<file path="config.mk">
export PLATFORM = sky130hd
export DESIGN_NAME = i2c_cmd_slave
export DESIGN_NICKNAME = d
export VERILOG_FILES = /design/src/rtl/i2c_cmd_pkg.sv /design/src/rtl/i2c_line_sync.sv /design/src/rtl/i2c_slave_ctrl.sv /design/src/rtl/i2c_cmd_framer.sv /design/src/rtl/i2c_cmd_slave.sv
export SDC_FILE = /design/constraint.sdc
export NUM_CORES = 1
export LEC_CHECK = 0
export ABC_CLOCK_PERIOD_IN_PS = 1900
export BUFFER_PORTS_ARGS = -buffer_cell sky130_fd_sc_hd__buf_2
export CAP_MARGIN = 5
export CORE_ASPECT_RATIO = 1.1
export CORE_UTILIZATION = 52
export CTS_CLUSTER_DIAMETER = 120
export DETAILED_ROUTE_END_ITERATION = 10
export PLACE_DENSITY = 0.74
export RECOVER_POWER = 50
export SLEW_MARGIN = 25
export SYNTH_ARGS = -nofsm -noshare
export SYNTH_HDL_FRONTEND = slang
export SYNTH_SLANG_ARGS = --single-unit
</file>
<file path="constraint.sdc">
create_clock -name clk -period 1.9 [get_ports clk]
set_input_delay 0.285 -clock clk [delete_from_list [all_inputs] [get_ports clk]]
set_output_delay 0.285 -clock clk [all_outputs]
set_load 0.01 [all_outputs]
</file>
<file path="src/rtl/i2c_cmd_pkg.sv">
package i2c_cmd_pkg;
  localparam int ADDR_W = 7;
  localparam int BYTE_W = 8;
  localparam logic [BYTE_W-1:0] RSP_FILL = 8'hFF;

  typedef enum logic [2:0] {
    ST_IDLE,
    ST_ADDR,
    ST_ADDR_ACK,
    ST_WR_BYTE,
    ST_WR_ACK,
    ST_RD_BYTE,
    ST_RD_ACK
  } slv_state_e;
endpackage

</file>
<file path="src/rtl/i2c_line_sync.sv">
module i2c_line_sync #(
  parameter int STAGES = 2
) (
  input  logic clk,
  input  logic rst_n,
  input  logic scl_i,
  input  logic sda_i,
  output logic scl_s,
  output logic sda_s,
  output logic scl_rise,
  output logic scl_fall,
  output logic start_det,
  output logic stop_det
);
  localparam int LINES = 2;

  logic [LINES-1:0] raw;
  logic [LINES-1:0] synced;
  logic [LINES-1:0] prev;

  assign raw = {sda_i, scl_i};

  for (genvar g = 0; g < LINES; g++) begin : g_line
    logic [STAGES-1:0] chain;
    always_ff @(posedge clk or negedge rst_n) begin
      if (!rst_n) begin
        chain   <= '1;
        prev[g] <= 1'b1;
      end else begin
        chain   <= {chain[STAGES-2:0], raw[g]};
        prev[g] <= chain[STAGES-1];
      end
    end
    assign synced[g] = chain[STAGES-1];
  end

  assign scl_s     = synced[0];
  assign sda_s     = synced[1];
  assign scl_rise  = synced[0] & ~prev[0];
  assign scl_fall  = ~synced[0] & prev[0];
  assign start_det = synced[0] & prev[0] & prev[1] & ~synced[1];
  assign stop_det  = synced[0] & prev[0] & ~prev[1] & synced[1];
endmodule

</file>
<file path="src/rtl/i2c_slave_ctrl.sv">
module i2c_slave_ctrl
  import i2c_cmd_pkg::*;
#(
  parameter logic [ADDR_W-3:0] ADDR_FIXED = 5'b11000
) (
  input  logic              clk,
  input  logic              rst_n,
  input  logic              sda_s,
  input  logic              scl_rise,
  input  logic              scl_fall,
  input  logic              start_det,
  input  logic              stop_det,
  input  logic [1:0]        strap,
  output logic              sda_oe,
  output logic              byte_done,
  output logic [BYTE_W-1:0] byte_data,
  output logic              byte_first,
  output logic              rsp_ready,
  input  logic              rsp_valid,
  input  logic [BYTE_W-1:0] rsp_data
);
  localparam int CNT_W = $clog2(BYTE_W);
  localparam logic [CNT_W-1:0] LAST_BIT = CNT_W'(BYTE_W - 1);

  slv_state_e        state;
  logic [CNT_W-1:0]  bit_cnt;
  logic [BYTE_W-1:0] rx_sh;
  logic [BYTE_W-1:0] tx_sh;
  logic              rx_full;
  logic              rw_read;
  logic              first_pend;
  logic [ADDR_W-1:0] dev_addr;
  logic [BYTE_W-1:0] next_byte;
  logic              fetch_now;

  assign dev_addr  = {ADDR_FIXED, strap};
  assign next_byte = rsp_valid ? rsp_data : RSP_FILL;
  assign fetch_now = scl_fall &&
                     ((state == ST_ADDR_ACK && rw_read) || state == ST_RD_ACK);
  assign rsp_ready = fetch_now;

  always_ff @(posedge clk or negedge rst_n) begin
    if (!rst_n) begin
      state      <= ST_IDLE;
      bit_cnt    <= '0;
      rx_sh      <= '0;
      tx_sh      <= '0;
      rx_full    <= 1'b0;
      rw_read    <= 1'b0;
      first_pend <= 1'b0;
      sda_oe     <= 1'b0;
      byte_done  <= 1'b0;
      byte_data  <= '0;
      byte_first <= 1'b0;
    end else begin
      byte_done <= 1'b0;
      if (start_det) begin
        state   <= ST_ADDR;
        bit_cnt <= '0;
        rx_full <= 1'b0;
        sda_oe  <= 1'b0;
      end else if (stop_det) begin
        state   <= ST_IDLE;
        rx_full <= 1'b0;
        sda_oe  <= 1'b0;
      end else begin
        unique case (state)
          ST_ADDR, ST_WR_BYTE: begin
            if (scl_rise && !rx_full) begin
              rx_sh   <= {rx_sh[BYTE_W-2:0], sda_s};
              bit_cnt <= bit_cnt + 1'b1;
              if (bit_cnt == LAST_BIT) rx_full <= 1'b1;
            end else if (scl_fall && rx_full) begin
              rx_full <= 1'b0;
              bit_cnt <= '0;
              if (state == ST_ADDR) begin
                if (rx_sh[BYTE_W-1:1] == dev_addr) begin
                  sda_oe     <= 1'b1;
                  rw_read    <= rx_sh[0];
                  first_pend <= ~rx_sh[0];
                  state      <= ST_ADDR_ACK;
                end else begin
                  state <= ST_IDLE;
                end
              end else begin
                byte_done  <= 1'b1;
                byte_data  <= rx_sh;
                byte_first <= first_pend;
                first_pend <= 1'b0;
                sda_oe     <= 1'b1;
                state      <= ST_WR_ACK;
              end
            end
          end
          ST_ADDR_ACK, ST_WR_ACK: begin
            if (scl_fall) begin
              if (fetch_now) begin
                tx_sh   <= next_byte;
                sda_oe  <= ~next_byte[BYTE_W-1];
                bit_cnt <= '0;
                state   <= ST_RD_BYTE;
              end else begin
                sda_oe <= 1'b0;
                state  <= ST_WR_BYTE;
              end
            end
          end
          ST_RD_BYTE: begin
            if (scl_fall) begin
              if (bit_cnt == LAST_BIT) begin
                sda_oe <= 1'b0;
                state  <= ST_RD_ACK;
              end else begin
                bit_cnt <= bit_cnt + 1'b1;
                sda_oe  <= ~tx_sh[BYTE_W-2];
                tx_sh   <= {tx_sh[BYTE_W-2:0], 1'b0};
              end
            end
          end
          ST_RD_ACK: begin
            if (scl_rise && sda_s) begin
              state <= ST_IDLE;
            end else if (fetch_now) begin
              tx_sh   <= next_byte;
              sda_oe  <= ~next_byte[BYTE_W-1];
              bit_cnt <= '0;
              state   <= ST_RD_BYTE;
            end
          end
          default: begin
            sda_oe <= 1'b0;
          end
        endcase
      end
    end
  end
endmodule

</file>
<file path="src/rtl/i2c_cmd_framer.sv">
module i2c_cmd_framer
  import i2c_cmd_pkg::*;
(
  input  logic              clk,
  input  logic              rst_n,
  input  logic              byte_done,
  input  logic [BYTE_W-1:0] byte_data,
  input  logic              byte_first,
  input  logic              flush,
  output logic              cmd_valid,
  output logic [BYTE_W-1:0] cmd_data,
  output logic              cmd_first,
  output logic              cmd_last
);
  logic              held_v;
  logic [BYTE_W-1:0] held_d;
  logic              held_f;

  always_ff @(posedge clk or negedge rst_n) begin
    if (!rst_n) begin
      held_v    <= 1'b0;
      held_d    <= '0;
      held_f    <= 1'b0;
      cmd_valid <= 1'b0;
      cmd_data  <= '0;
      cmd_first <= 1'b0;
      cmd_last  <= 1'b0;
    end else begin
      cmd_valid <= 1'b0;
      cmd_first <= 1'b0;
      cmd_last  <= 1'b0;
      if (byte_done) begin
        if (held_v) begin
          cmd_valid <= 1'b1;
          cmd_data  <= held_d;
          cmd_first <= held_f;
        end
        held_v <= 1'b1;
        held_d <= byte_data;
        held_f <= byte_first;
      end else if (flush && held_v) begin
        cmd_valid <= 1'b1;
        cmd_data  <= held_d;
        cmd_first <= held_f;
        cmd_last  <= 1'b1;
        held_v    <= 1'b0;
      end
    end
  end
endmodule

</file>
<file path="src/rtl/i2c_cmd_slave.sv">
module i2c_cmd_slave
  import i2c_cmd_pkg::*;
#(
  parameter int               SYNC_STAGES = 2,
  parameter logic [4:0]       ADDR_FIXED  = 5'b11000
) (
  input  logic       clk,
  input  logic       rst_n,
  input  logic       scl_i,
  input  logic       sda_i,
  output logic       sda_oe,
  input  logic       strap_a1,
  input  logic       strap_a0,
  output logic       cmd_valid,
  output logic [7:0] cmd_data,
  output logic       cmd_first,
  output logic       cmd_last,
  output logic       rsp_ready,
  input  logic       rsp_valid,
  input  logic [7:0] rsp_data
);
  logic              scl_s;
  logic              sda_s;
  logic              scl_rise;
  logic              scl_fall;
  logic              start_det;
  logic              stop_det;
  logic              byte_done;
  logic [BYTE_W-1:0] byte_data;
  logic              byte_first;

  i2c_line_sync #(.STAGES(SYNC_STAGES)) u_sync (
    .clk(clk), .rst_n(rst_n), .scl_i(scl_i), .sda_i(sda_i),
    .scl_s(scl_s), .sda_s(sda_s), .scl_rise(scl_rise), .scl_fall(scl_fall),
    .start_det(start_det), .stop_det(stop_det)
  );

  i2c_slave_ctrl #(.ADDR_FIXED(ADDR_FIXED)) u_ctrl (
    .clk(clk), .rst_n(rst_n), .sda_s(sda_s), .scl_rise(scl_rise),
    .scl_fall(scl_fall), .start_det(start_det), .stop_det(stop_det),
    .strap({strap_a1, strap_a0}), .sda_oe(sda_oe), .byte_done(byte_done),
    .byte_data(byte_data), .byte_first(byte_first), .rsp_ready(rsp_ready),
    .rsp_valid(rsp_valid), .rsp_data(rsp_data)
  );

  i2c_cmd_framer u_frame (
    .clk(clk), .rst_n(rst_n), .byte_done(byte_done), .byte_data(byte_data),
    .byte_first(byte_first), .flush(start_det | stop_det),
    .cmd_valid(cmd_valid), .cmd_data(cmd_data), .cmd_first(cmd_first),
    .cmd_last(cmd_last)
  );
endmodule

</file>
==> metrics.yaml <==
cts_tree: "built"
rrSetupSlack_ns: 0.03
clockBufferDepth: 2
synth.distinct_cells: 54
min_period_over_period_pct: 98.3
end_kind: "register"
p_per_area_nw_per_um2: 781
drtIter0Drc: 134
outcome: "completed"
sw_frac_of_total_pct: 23.7
synth_nets: 257
synth_ff_type: "dfrtp_1"
synth_edf_count: 0
async_reset_ff_share_pct: 100
worst_slack_ns: 0.0328
crit_type: "reg -> reg"
slew_violations: 0
clock-skew-final_ns: 0.00673
power.total_mw: 2.68
synthToLayoutAreaGrowth_pct: 18.1
grt_max_degree: 63
avgSynthCellArea_um2: 12.1
numPortBuffers: 27
worstMarginPinSlew_ns: 0.812
place_ws_ns: -0.0737
slew-limit-headroom_pct: 45.9
drive_gt1_share_pct: 36.9
period_needed_ns: 1.87
clk_latency_ns: 0.33
top_level_ports: 28
start_kind: "register"
wl_um: 5130
fin_nets: 302
grt_pass1_vias: 1842
cap_violations: 0
core_um2: 5400
fillCellCount: 463
die_h_um: 80.4
setup_violations: 0
yosysSeqAreaShare_pct: 53.6
rsz0062_at_grt: "yes"
grt_pass1_wl_um: 8510
initial_core_util_pct: 53.9
cp.arrival_ns: 2.09
finalHoldViolCount: 0
first_pass_iters: 4
power_frac_clock_pct: 41.3
clk_pin_slew_ns: 0.06
internal_power_mw: 2.04
hp-class: "in -> reg"
die_w_um: 73.3
num_rows: 28
crit_path_max_fanout: 4
antenna_left: 0
avgViaCountPerCell: 5.30
cts_sinks: 62
place_hpwl_um: 3610
cts.htree.levels: 3
drc_errors: 0
synthesis.area_um2: 2910
clockRootBuffer: "clkbuf_8"
pwr-share-comb_pct: 6.4
gp_congestion: 0.962
dieArea_um2: 5890
required_ns: 2.12
antenna_found_initial: 0
ir_drop_v: 0.000836
cts_buffers: 9
wl_per_cell_um: 14.1
seq_power_share_pct: 52.3
grt_util_all_layers_pct: 19.5
overflow: 0
n_antenna_cell: 0
syn_inst: 240
leakage_nw: 1.66
power.switching_uw: 635
num_vias: 1936
ys_warn_count: 0
fmax_mhz: 536
yosys_register_bits: 62
-- sequential cells by signal, indices dropped and copies added (netlist names) --
signal / flops
u_ctrl.state: 3
u_ctrl.rx_full: 1
u_sync.prev: 2
u_ctrl.tx_sh: 7
u_ctrl.first_pend: 1
u_ctrl.sda_oe: 1
u_frame.held_d: 8
u_frame.cmd_first: 1
u_ctrl.rw_read: 1
u_ctrl.byte_done: 1
u_frame.held_v: 1
u_frame.cmd_valid: 1
u_ctrl.rx_sh: 8
u_ctrl.byte_data: 8
u_frame.held_f: 1
u_ctrl.byte_first: 1
u_frame.cmd_last: 1
u_ctrl.bit_cnt: 3
u_frame.cmd_data: 8
u_sync.g_line.chain: 4
-- cells in the final DEF (no fill, tap or decap), types with 2 or more instances in the layout --
master / count
o21ai_2: 2
nor2_1: 15
o21ai_1: 2
clkbuf_8: 9
a31oi_1: 6
nand2_1: 18
inv_2: 2
buf_4: 14
a22o_1: 2
nor3b_1: 2
mux2i_1: 3
nor3_1: 3
dfstp_2: 6
nor2b_1: 5
dfrtp_1: 55
a21oi_1: 5
clkinv_2: 2
nand2b_2: 2
mux2_1: 18
and3_1: 2
nand3_1: 8
inv_1: 9
xnor2_1: 2
nand3b_1: 2
a32o_1: 3
clkinvlp_4: 3
buf_2: 27
mux2_4: 7
mux2_2: 17
o21ai_0: 6
-- Yosys cell counts (2+ instances only) --
master	n	share of area, %
mux2_4	7	3.6
nor2b_1	5	1.1
a22o_1	2	0.60
nand3b_1	2	0.52
mux2_2	17	6.6
inv_1	9	1.2
clkbuf_1	2	0.26
mux2i_1	3	1.0
o21ai_0	6	1.0
nand2b_2	2	0.60
xnor2_1	2	0.60
nand3_1	8	1.4
dfrtp_1	56	48
and3_1	2	0.43
mux2_1	18	7.0
o21ai_1	2	0.34
dfstp_2	6	5.4
nand2_1	18	2.3
nor2_1	15	1.9
nor3b_1	3	0.77
nor3_1	3	0.52
a31oi_1	6	1.3
inv_2	2	0.26
a32o_1	3	1.0
buf_2	4	0.69
o21ai_2	2	0.60
ha_1	2	0.86
a21oi_1	5	0.86
buf_4	3	0.77
-- what timing repair did --
action,in CTS,in global routing
hold buffers,1,0
endpoints found under the hold margin,56,0
setup buffers,0,2
gates resized for setup,3,2
setup endpoints to repair,2,12
pin swaps,0,2
-- per-stage QoR --
step	setup TNS (ns)	util [%]	hold slack, ns	cells	instance area, um^2
after global placement	0	59.5	0.317	346	3210
after detailed placement	-0.0737	59.5	0.315	346	3210
after floorplan	0	-	-0.0106	240	2910
final	0	63.6	0.0492	365	3430
after global routing	-0.0238	63.6	0.0346	365	3430
after CTS	0	63.4	0.0327	363	3420
-- kinds of logic (layout without fill, tap and decap cells) --
group	Yosys count	count (layout)	share of synthesized area, %
AOI/OAI and AO/OA	37	37	9.00
xor gates and xnor gates	3	3	0.904
adders and majority gates	2	2	0.861
buffers and inverters	21	71	3.27
DFF	62	62	53.6
muxes	45	45	18.2
and+or+nand+nor	70	70	14.1
-- per-layer routing --
metal,wire [um],global-route usage (%),vias up
li1,-,-,945
met1,2470,25.2,941
met2,2410,30.4,44
met3,203,4.77,6
met4,51,9.80,0
met5,0,0,-
-- layout make-up --
class | count | area [um^2] | area share, %
Timing Repair Buffer | 44 | 278 | 8.09
Multi-Input combinational cell | 157 | 1270 | 37.0
Clock inverter | 6 | 62.6 | 1.82
Sequential cell | 62 | 1560 | 45.5
Inverter | 11 | 41.3 | 1.20
Tap cell | 75 | 93.8 | 2.73
Clock buffer | 10 | 128 | 3.72
-- worst max-delay path: stages, from the launching register on --
cell and delay, ns:
dfrtp_1 0.39, ha_1 0.20, ha_2 0.19, and2b_1 0.17
o2bb2ai_2 0.14, nand3b_4 0.17, mux2_1 0.32, o32a_1 0.17
-- power groups by stage --
stage / Combinational, mW / Clock, mW / Sequential, mW
after global placement: 0.167 / 0 / 1.42
final: 0.171 / 1.11 / 1.40
after global routing: 0.195 / 1.20 / 1.41
after detailed placement: 0.171 / 0 / 1.43
after floorplan: 0.102 / 0 / 1.41
after CTS: 0.174 / 1.13 / 1.40
-- path summary, 6_finish.rpt --
kind	startpoint	to	cells past startpoint
setup / recovery	u_ctrl.bit_cnt[0]	u_ctrl.state[0]	7
setup reg to reg	u_ctrl.bit_cnt[0]	u_ctrl.state[0]	7
hold reg to reg	u_sync.g_line[0].chain[0]	u_sync.g_line[0].chain[1]	0
max in group asynchronous	rst_n	u_ctrl.state[2]	3
min in group asynchronous	rst_n	u_ctrl.tx_sh[2]	3
hold / removal	sda_i	u_sync.g_line[1].chain[0]	1
(Power assumes the default switching activity.)
